**src/rtl/dbtx_pkg.sv**
```systemverilog
package dbtx_pkg;
    typedef enum logic [1:0] {
        ST_IDLE,
        ST_START,
        ST_DATA,
        ST_STOP
    } tx_state_t;
endpackage

```
**src/rtl/dbtx_tick.sv**
```systemverilog
module dbtx_tick #(
    parameter int DIV_W = 16
) (
    input  logic             clk,
    input  logic             rst_n,
    input  logic [DIV_W-1:0] divisor,
    output logic             tick
);
    logic [DIV_W-1:0] cnt;
    logic [DIV_W-1:0] last;

    always_comb last = (divisor == '0) ? '0 : divisor - 1'b1;

    always_ff @(posedge clk or negedge rst_n) begin
        if (!rst_n) begin
            cnt  <= '0;
            tick <= 1'b0;
        end else if (cnt >= last) begin
            cnt  <= '0;
            tick <= 1'b1;
        end else begin
            cnt  <= cnt + 1'b1;
            tick <= 1'b0;
        end
    end
endmodule

```
**src/rtl/dbtx_hold.sv**
```systemverilog
module dbtx_hold #(
    parameter int DATA_W = 9
) (
    input  logic              clk,
    input  logic              rst_n,
    input  logic              wr,
    input  logic [DATA_W-1:0] wdata,
    input  logic              take,
    output logic [DATA_W-1:0] word,
    output logic              empty
);
    always_ff @(posedge clk or negedge rst_n) begin
        if (!rst_n) begin
            word  <= '0;
            empty <= 1'b1;
        end else if (wr) begin
            word  <= wdata;
            empty <= 1'b0;
        end else if (take) begin
            empty <= 1'b1;
        end
    end
endmodule

```
**src/rtl/dbtx_shift.sv**
```systemverilog
module dbtx_shift #(
    parameter int DATA_W = 9
) (
    input  logic              clk,
    input  logic              rst_n,
    input  logic              load,
    input  logic [DATA_W-1:0] data,
    input  logic              nine,
    input  logic              par_en,
    input  logic              par_odd,
    input  logic              tick,
    output logic              line,
    output logic              bit_end
);
    localparam int SR_W = DATA_W + 2;

    logic [SR_W-1:0]   sr;
    logic [3:0]        sub;
    logic [DATA_W-1:0] word;
    logic              acc;
    int                kidx;

    always_comb begin
        kidx = nine ? DATA_W - 1 : DATA_W - 2;
        acc  = par_odd;
        for (int i = 0; i < DATA_W - 1; i++) begin
            if (i < kidx) acc = acc ^ data[i];
        end
        word = data;
        if (par_en) word[kidx] = acc;
        if (!nine) word[DATA_W-1] = 1'b1;
    end

    assign bit_end = tick && (sub == 4'hF);
    assign line    = sr[0];

    always_ff @(posedge clk or negedge rst_n) begin
        if (!rst_n) begin
            sr  <= '1;
            sub <= '0;
        end else if (load) begin
            sr  <= {1'b1, word, 1'b0};
            sub <= '0;
        end else if (tick) begin
            sub <= sub + 1'b1;
            if (bit_end) sr <= {1'b1, sr[SR_W-1:1]};
        end
    end
endmodule

```
**src/rtl/dbtx_uart.sv**
```systemverilog
module dbtx_uart #(
    parameter int DIV_W  = 16,
    parameter int DATA_W = 9
) (
    input  logic              clk,
    input  logic              rst_n,
    input  logic [DIV_W-1:0]  divisor,
    input  logic              tx_en,
    input  logic              nine_bit,
    input  logic              par_en,
    input  logic              par_odd,
    input  logic              open_drain,
    input  logic              wr_strobe,
    input  logic [DATA_W-1:0] wr_data,
    output logic              txd_o,
    output logic              txd_oe,
    output logic              tdre,
    output logic              tc
);
    import dbtx_pkg::*;

    localparam int CNT_W = $clog2(DATA_W + 1);

    tx_state_t         state, state_nx;
    logic [CNT_W-1:0]  bcnt;
    logic              nine_l;
    logic              tick, bit_end, line, load_go, busy;
    logic [DATA_W-1:0] held;

    dbtx_tick #(.DIV_W(DIV_W)) u_tick (
        .clk(clk), .rst_n(rst_n), .divisor(divisor), .tick(tick)
    );

    dbtx_hold #(.DATA_W(DATA_W)) u_hold (
        .clk(clk), .rst_n(rst_n), .wr(wr_strobe), .wdata(wr_data),
        .take(load_go), .word(held), .empty(tdre)
    );

    dbtx_shift #(.DATA_W(DATA_W)) u_shift (
        .clk(clk), .rst_n(rst_n), .load(load_go), .data(held),
        .nine(nine_bit), .par_en(par_en), .par_odd(par_odd),
        .tick(tick), .line(line), .bit_end(bit_end)
    );

    assign load_go = tx_en && !tdre &&
                     ((state == ST_IDLE) || (state == ST_STOP && bit_end));

    always_comb begin
        state_nx = state;
        unique case (state)
            ST_IDLE:  if (load_go) state_nx = ST_START;
            ST_START: if (bit_end) state_nx = ST_DATA;
            ST_DATA:  if (bit_end && bcnt == CNT_W'(nine_l ? DATA_W - 1 : DATA_W - 2))
                          state_nx = ST_STOP;
            ST_STOP:  if (bit_end) state_nx = load_go ? ST_START : ST_IDLE;
            default:  state_nx = ST_IDLE;
        endcase
    end

    always_ff @(posedge clk or negedge rst_n) begin
        if (!rst_n) begin
            state  <= ST_IDLE;
            bcnt   <= '0;
            nine_l <= 1'b0;
            tc     <= 1'b1;
        end else begin
            state <= state_nx;
            if (load_go) begin
                nine_l <= nine_bit;
                tc     <= 1'b0;
            end else if (state == ST_STOP && bit_end && tdre) begin
                tc <= 1'b1;
            end
            if (state == ST_START) bcnt <= '0;
            else if (state == ST_DATA && bit_end) bcnt <= bcnt + 1'b1;
        end
    end

    always_comb begin
        busy = (state != ST_IDLE);
        if (open_drain) begin
            txd_o  = 1'b0;
            txd_oe = busy && !line;
        end else begin
            txd_o  = busy ? line : 1'b1;
            txd_oe = tx_en || busy;
        end
    end
endmodule

```
**config.mk**
```make
export PLATFORM = sky130hd
export DESIGN_NAME = dbtx_uart
export DESIGN_NICKNAME = d
export VERILOG_FILES = /design/src/rtl/dbtx_pkg.sv /design/src/rtl/dbtx_tick.sv /design/src/rtl/dbtx_hold.sv /design/src/rtl/dbtx_shift.sv /design/src/rtl/dbtx_uart.sv
export SDC_FILE = /design/constraint.sdc
export NUM_CORES = 1
export LEC_CHECK = 0
export BUFFER_PORTS_ARGS = -buffer_cell sky130_fd_sc_hd__buf_4
export CORE_MARGIN = 2
export CORE_UTILIZATION = 48
export DETAILED_ROUTE_END_ITERATION = 12
export GPL_TIMING_DRIVEN = 0
export PLACE_DENSITY = 0.7
export SLEW_MARGIN = 20
export SYNTH_ARGS = -nofsm -noshare
export SYNTH_HDL_FRONTEND = slang
export SYNTH_HIERARCHICAL = 1
export SYNTH_SLANG_ARGS = --single-unit
```
**constraint.sdc**
```tcl
create_clock -name clk -period 2.2 [get_ports clk]
set_clock_uncertainty 0.05 [all_clocks]
set_input_delay 0.11 -clock clk [delete_from_list [all_inputs] [get_ports clk]]
set_output_delay 0.11 -clock clk [all_outputs]
set_load 0.005 [all_outputs]
```
# ---- After elaboration in Yosys (flattened, before gate mapping)
# Cells that the tools add are included.
dict set report totals {
  reg_bits 50
  inputBits 33
  out_inout_bits 4
  elab_cells 103
}
dict set report op_classes {
  add_sub_neg 4
  n_lt_le_gt_ge 11
  n_eq_ne 9
  mux 38
  bitwise_logic 8
  n_reduce_logical 23
}
# operator count
set op_table {}
lappend op_table {{< comparator 4 x 32 -> 1 bit (first input constant)} 4}
lappend op_table {{< comparator 3 x 32 -> 1 bit (first input constant)} 2}
lappend op_table {{2-to-1 mux 11 bit} 3}
lappend op_table {{>= comparator 32 x 1 -> 1 bit (second input constant)} 1}
lappend op_table {{< comparator 1 x 32 -> 1 bit (first input constant)} 1}
lappend op_table {{< comparator 2 x 32 -> 1 bit (first input constant)} 1}
lappend op_table {{< comparator 32 x 6 -> 1 bit (second input constant)} 1}
lappend op_table {{2-to-1 mux 16 bit} 2}
lappend op_table {{2-to-1 mux 4 bit} 6}
lappend op_table {{2-to-1 mux 1 bit} 19}
lappend op_table {{adder 16 x 1 -> 16 bit (second input constant)} 1}
lappend op_table {{>= comparator 16 bit} 1}
lappend op_table {{zero test 16 bit} 1}
lappend op_table {{subtractor 16 x 1 -> 16 bit (second input constant)} 1}
lappend op_table {{nonzero test 2 bit} 6}
lappend op_table {{bitwise mux 9 bit} 1}
lappend op_table {{logical AND 1 bit} 9}
lappend op_table {{2-to-1 mux 9 bit} 1}
lappend op_table {{adder 4 x 1 -> 4 bit (second input constant)} 2}
lappend op_table {{2-to-1 mux 2 bit} 4}
lappend op_table {{inequality test 2 bit (second input constant)} 4}
lappend op_table {{case mux 2 bit (4 select lines)} 1}
lappend op_table {{XOR 1 bit} 8}
lappend op_table {{demux 1 bit (select 4 bit)} 1}
lappend op_table {{other kinds (9)} 12}

# ---- Logic depth before layout (Yosys ltp)
dict set report logic_depth {
  depth_word 21
  depth_mapped 12
  depth_no_buf 10
}

# ---- Hierarchy
# Netlist, hierarchy kept.
# module instances cells_per_inst area_per_inst_um2 seq_area_each_um2
set by_module_without_submodules {}
lappend by_module_without_submodules {dbtx_tick 1 182 1649.1 425.4}
lappend by_module_without_submodules {dbtx_shift 1 72 750.7 362.8}
lappend by_module_without_submodules {dbtx_uart 1 50 494.2 201.4}
lappend by_module_without_submodules {dbtx_hold 1 21 407.9 251.5}

# ---- Worst setup path before layout
# No wires, ideal clock.
dict set report synth_path {
  path_kind {input -> register}
  start {input port divisor[5]}
  end {register u_tick.cnt[10]}
  setup_ns 0.142
  arrival_time_ns 2.609
  required_ns 2.008
  slack_ns -0.601
  stages 11
  path_buffers 2
  path_cell_list {nor4_1 clkbuf_1 nand2_1 nor3_1 o21ai_1 ha_1 nand4_2 or4_4 o311ai_4 buf_6 nor3_2}
}
dict set report synth_between {
  elab_chain_len 4
  word_cells_on_any_way 5
  classes_between {add/sub (1); order compare (1); mux (2); reduce/logical (1)}
}
# item line_no
set synth_lines {}
lappend synth_lines {{from (decl)} dbtx_uart.sv:7} ;# input logic [DIV_W-1:0] divisor,
lappend synth_lines {{subtractor 16 x 1 -> 16 bit / zero test 16 bit (equally long branches)} dbtx_tick.sv:12} ;# always_comb last = (divisor == '0) ? '0 : divisor - 1'b1;
lappend synth_lines {{2-to-1 mux 16 bit *} dbtx_tick.sv:12}
lappend synth_lines {{>= comparator 16 bit *} dbtx_tick.sv:18} ;# end else if (cnt >= last) begin
lappend synth_lines {{2-to-1 mux 16 bit *} dbtx_tick.sv:18}
lappend synth_lines {{to (signal assigned)} dbtx_tick.sv:22} ;# cnt <= cnt + 1'b1;
lappend synth_lines {{to (decl)} dbtx_tick.sv:9} ;# logic [DIV_W-1:0] cnt;
# Every way passes the cells marked *; elsewhere a longest branch is shown, timed or not.
# A chain may end at the register's enable or synchronous reset.

# ---- Final worst setup path
dict set report layout_path {
  start {input port divisor[11]}
  end {register u_tick.cnt[1]}
}
# Same word-level chain as after synthesis.

==> impl_metrics.ini <==
[timing]
fin_crit_ps = 2560
max_freq_mhz = 390.6
rsz0062_at_grt = true
relSlewSlack_pct = 58.80
layout_setup_ws_ps = -360.0
finalSetupViolCount = 17
holdWs_ps = 36.28
worst_pin_slew_ps = 618.0
tns_ps = -6011
hold_viol_final = 0
drv_slew = 0
timing.final.crit_share_pct = 116.4

[cts]
clockBufferDepth = 2
root_buffer = clkbuf_8
clkSinkCount = 49
clkLatencyLatePin_ps = 300
htree_num_levels = 2
clk_pin_slew_ps = 90
cts_tree = built
cts_inserted_buffers = 5

[floorplanning]
io_pins = 37
start_util_pct = 49.14
fp.coreArea_sq_mm = 0.006719
die-height_microns = 86.94
dieArea_sq_mm = 0.007559
die_width_microns = 86.94
rows = 30

[detailed_routing]
drt_iter0_markers = 101
drt_wl_total_microns = 6986
ant_nets = 0
drt_drc_violations_left = 0
vias = 2596
vias_per_cell = 5.488
drt_first_pass_iters = 4
wl_per_cell_microns = 14.77

[layout]
drive_gt1_share_pct = 36.64
antenna_cells = 0
fin_nets = 450
post-route-util_pct = 64.45
fin_area_sq_mm = 0.004330
finalNonFillerCells = 473
area_growth_pct = 31.15
final_common_cell = buf_4
layout_common_cells = buf_4 (42), dfrtp_1 (37), nand2_1 (27), xnor2_1 (22), nor2_1 (19)
fillCellCount = 548

[power]
p_per_area_mw_per_mm2 = 695.3
total_power_mw = 3.011
p_leak_nw = 1.883
peakVddDrop_uv = 371.6

[grt]
grt_max_degree = 50
grt_pass1_vias = 2610
grt.total_usage_pct = 19.46
antenna_found_initial = 0
overflow = 0
grt_first_pass_wirelength_microns = 11880

[setup_path]
cp_max_fo = 8
critPathMostFrequentCell = buf_6
required_ps = 2330
start_kind = input pin
path_buf_inv = 4
crit_slowest_cell = or4_4
cp.arrival_ps = 2690
r2r_slack_ps = -30
cp_top_family = simple AND/OR/NAND/NOR gates
critPathKind = input pin to flop
slowest_delay_ps = 540
end_kind = flop
crit_chain = buf_6, nor4_4, and4bb_1, nand4b_1, clkbuf_8, buf_6, nand2_4, ha_4, nand2_2, or4_4, o311ai_4, buf_6, nor3_2

[yosys]
ys_seq_area_share_pct = 37.59
synth_enable_flop_cells = 0
ys.flop_type = dfrtp_1
postSynth.asyncResetShare_pct = 100.0
yosysUniqueCellTypes = 57
yosys_warnings = 6
yosys_register_bits = 49
synth_area_sq_mm = 0.003302
synth_fp_nets = 383
avgSynthCellArea_sq_um = 10.16
syn_inst = 325

[worst_hold_path]
hold_path_class = input pin to flop

[placed_design]
post-place-cells = 440
placed_cell_area_sq_mm = 0.003739
gp_congestion = 0.7949
dp_slack_ps = -1067
port_buffers = 35
dp_hpwl_microns = 4736

[outcome]
violations = setup timing
status = finished with violations

[flow_run]
max_cap_violations = 0
[report_power, final]
group	internal [mW]	switching (mW)	total (mW)	leakage [nW]
Combinational	0.600	0.513	1.11	1.24
Sequential	1.16	0.223	1.38	0.605
Clock	0.228	0.289	0.517	0.0424
[path summary, 6_finish.rpt]
path,from,to,cells after the start
setup / recovery,divisor[11],u_tick/cnt[1],13
hold / removal,nine_bit,nine_l,2
setup reg to reg,u_tick/cnt[14],u_tick/cnt[1],6
hold reg to reg,u_shift/sr[1],u_shift/sr[0],2
max in group asynchronous,rst_n,state[1],2
min in group asynchronous,rst_n,u_hold/word[5],2
[final cells by class]
type                       count  area (sq um)  area share [%]
sequential                    49          1241           28.66
buffer                         9         81.33           1.878
timing repair buffer          61         524.3           12.11
clock inverter                 1         8.758          0.2023
tap                           80         100.1           2.311
clock buffer                   7         76.32           1.762
inverter                      11         43.79           1.011
multi-input combinational    255          2255           52.07
[sequential cells by signal, summed over array words and instances, names as in the netlist]
name and cells:
u_tick/cnt 16, tc 1, bcnt 4, u_shift/sub 4, u_tick/tick 1, state 2, u_hold/empty 1, u_shift/sr 10
u_hold/word 9, nine_l 1
[layer usage]
metal	GRT usage, %	routed length [microns]
met5	0	0
met1	24.23	3103
met4	4.688	71
met2	35.53	3622
met3	2.464	189
[kinds of logic (layout without fill, tap and decap cells)]
| group | Yosys count | in the layout | synth area share, % |
|---|---|---|---|
| and+or+nand+nor | 127 | 127 | 22.36 |
| muxes | 23 | 23 | 8.450 |
| AOI/OAI and AO/OA | 46 | 46 | 9.701 |
| DFF | 49 | 49 | 37.59 |
| xor gates and xnor gates | 34 | 34 | 9.473 |
| buffers and inverters | 21 | 89 | 2.956 |
| adders and majority gates | 25 | 25 | 9.473 |
[cell usage after synthesis (all sizes together) (10+ instances only)]
cell type / n / share of area, %
nor2: 21 / 2.4
o21ai: 14 / 2.1
mux2i: 11 / 3.3
dfstp: 12 / 9.5
mux2: 12 / 5.1
nor3: 17 / 4.1
ha: 25 / 9.5
xor2: 10 / 2.7
nand2: 34 / 4.0
nand3: 12 / 2.0
dfrtp: 37 / 28
a21oi: 12 / 1.9
nand4: 10 / 2.3
xnor2: 23 / 6.1
inv: 11 / 1.3
[what timing repair did]
action,CTS,global route
cloned,1,0
hold buffers,10,0
buffers inserted,13,3
endpoints found under the setup margin,32,31
endpoints found under the hold margin,46,0
pin swaps,27,24
resized for setup,27,31
Note: power is estimated with default switching activity, not from simulation.
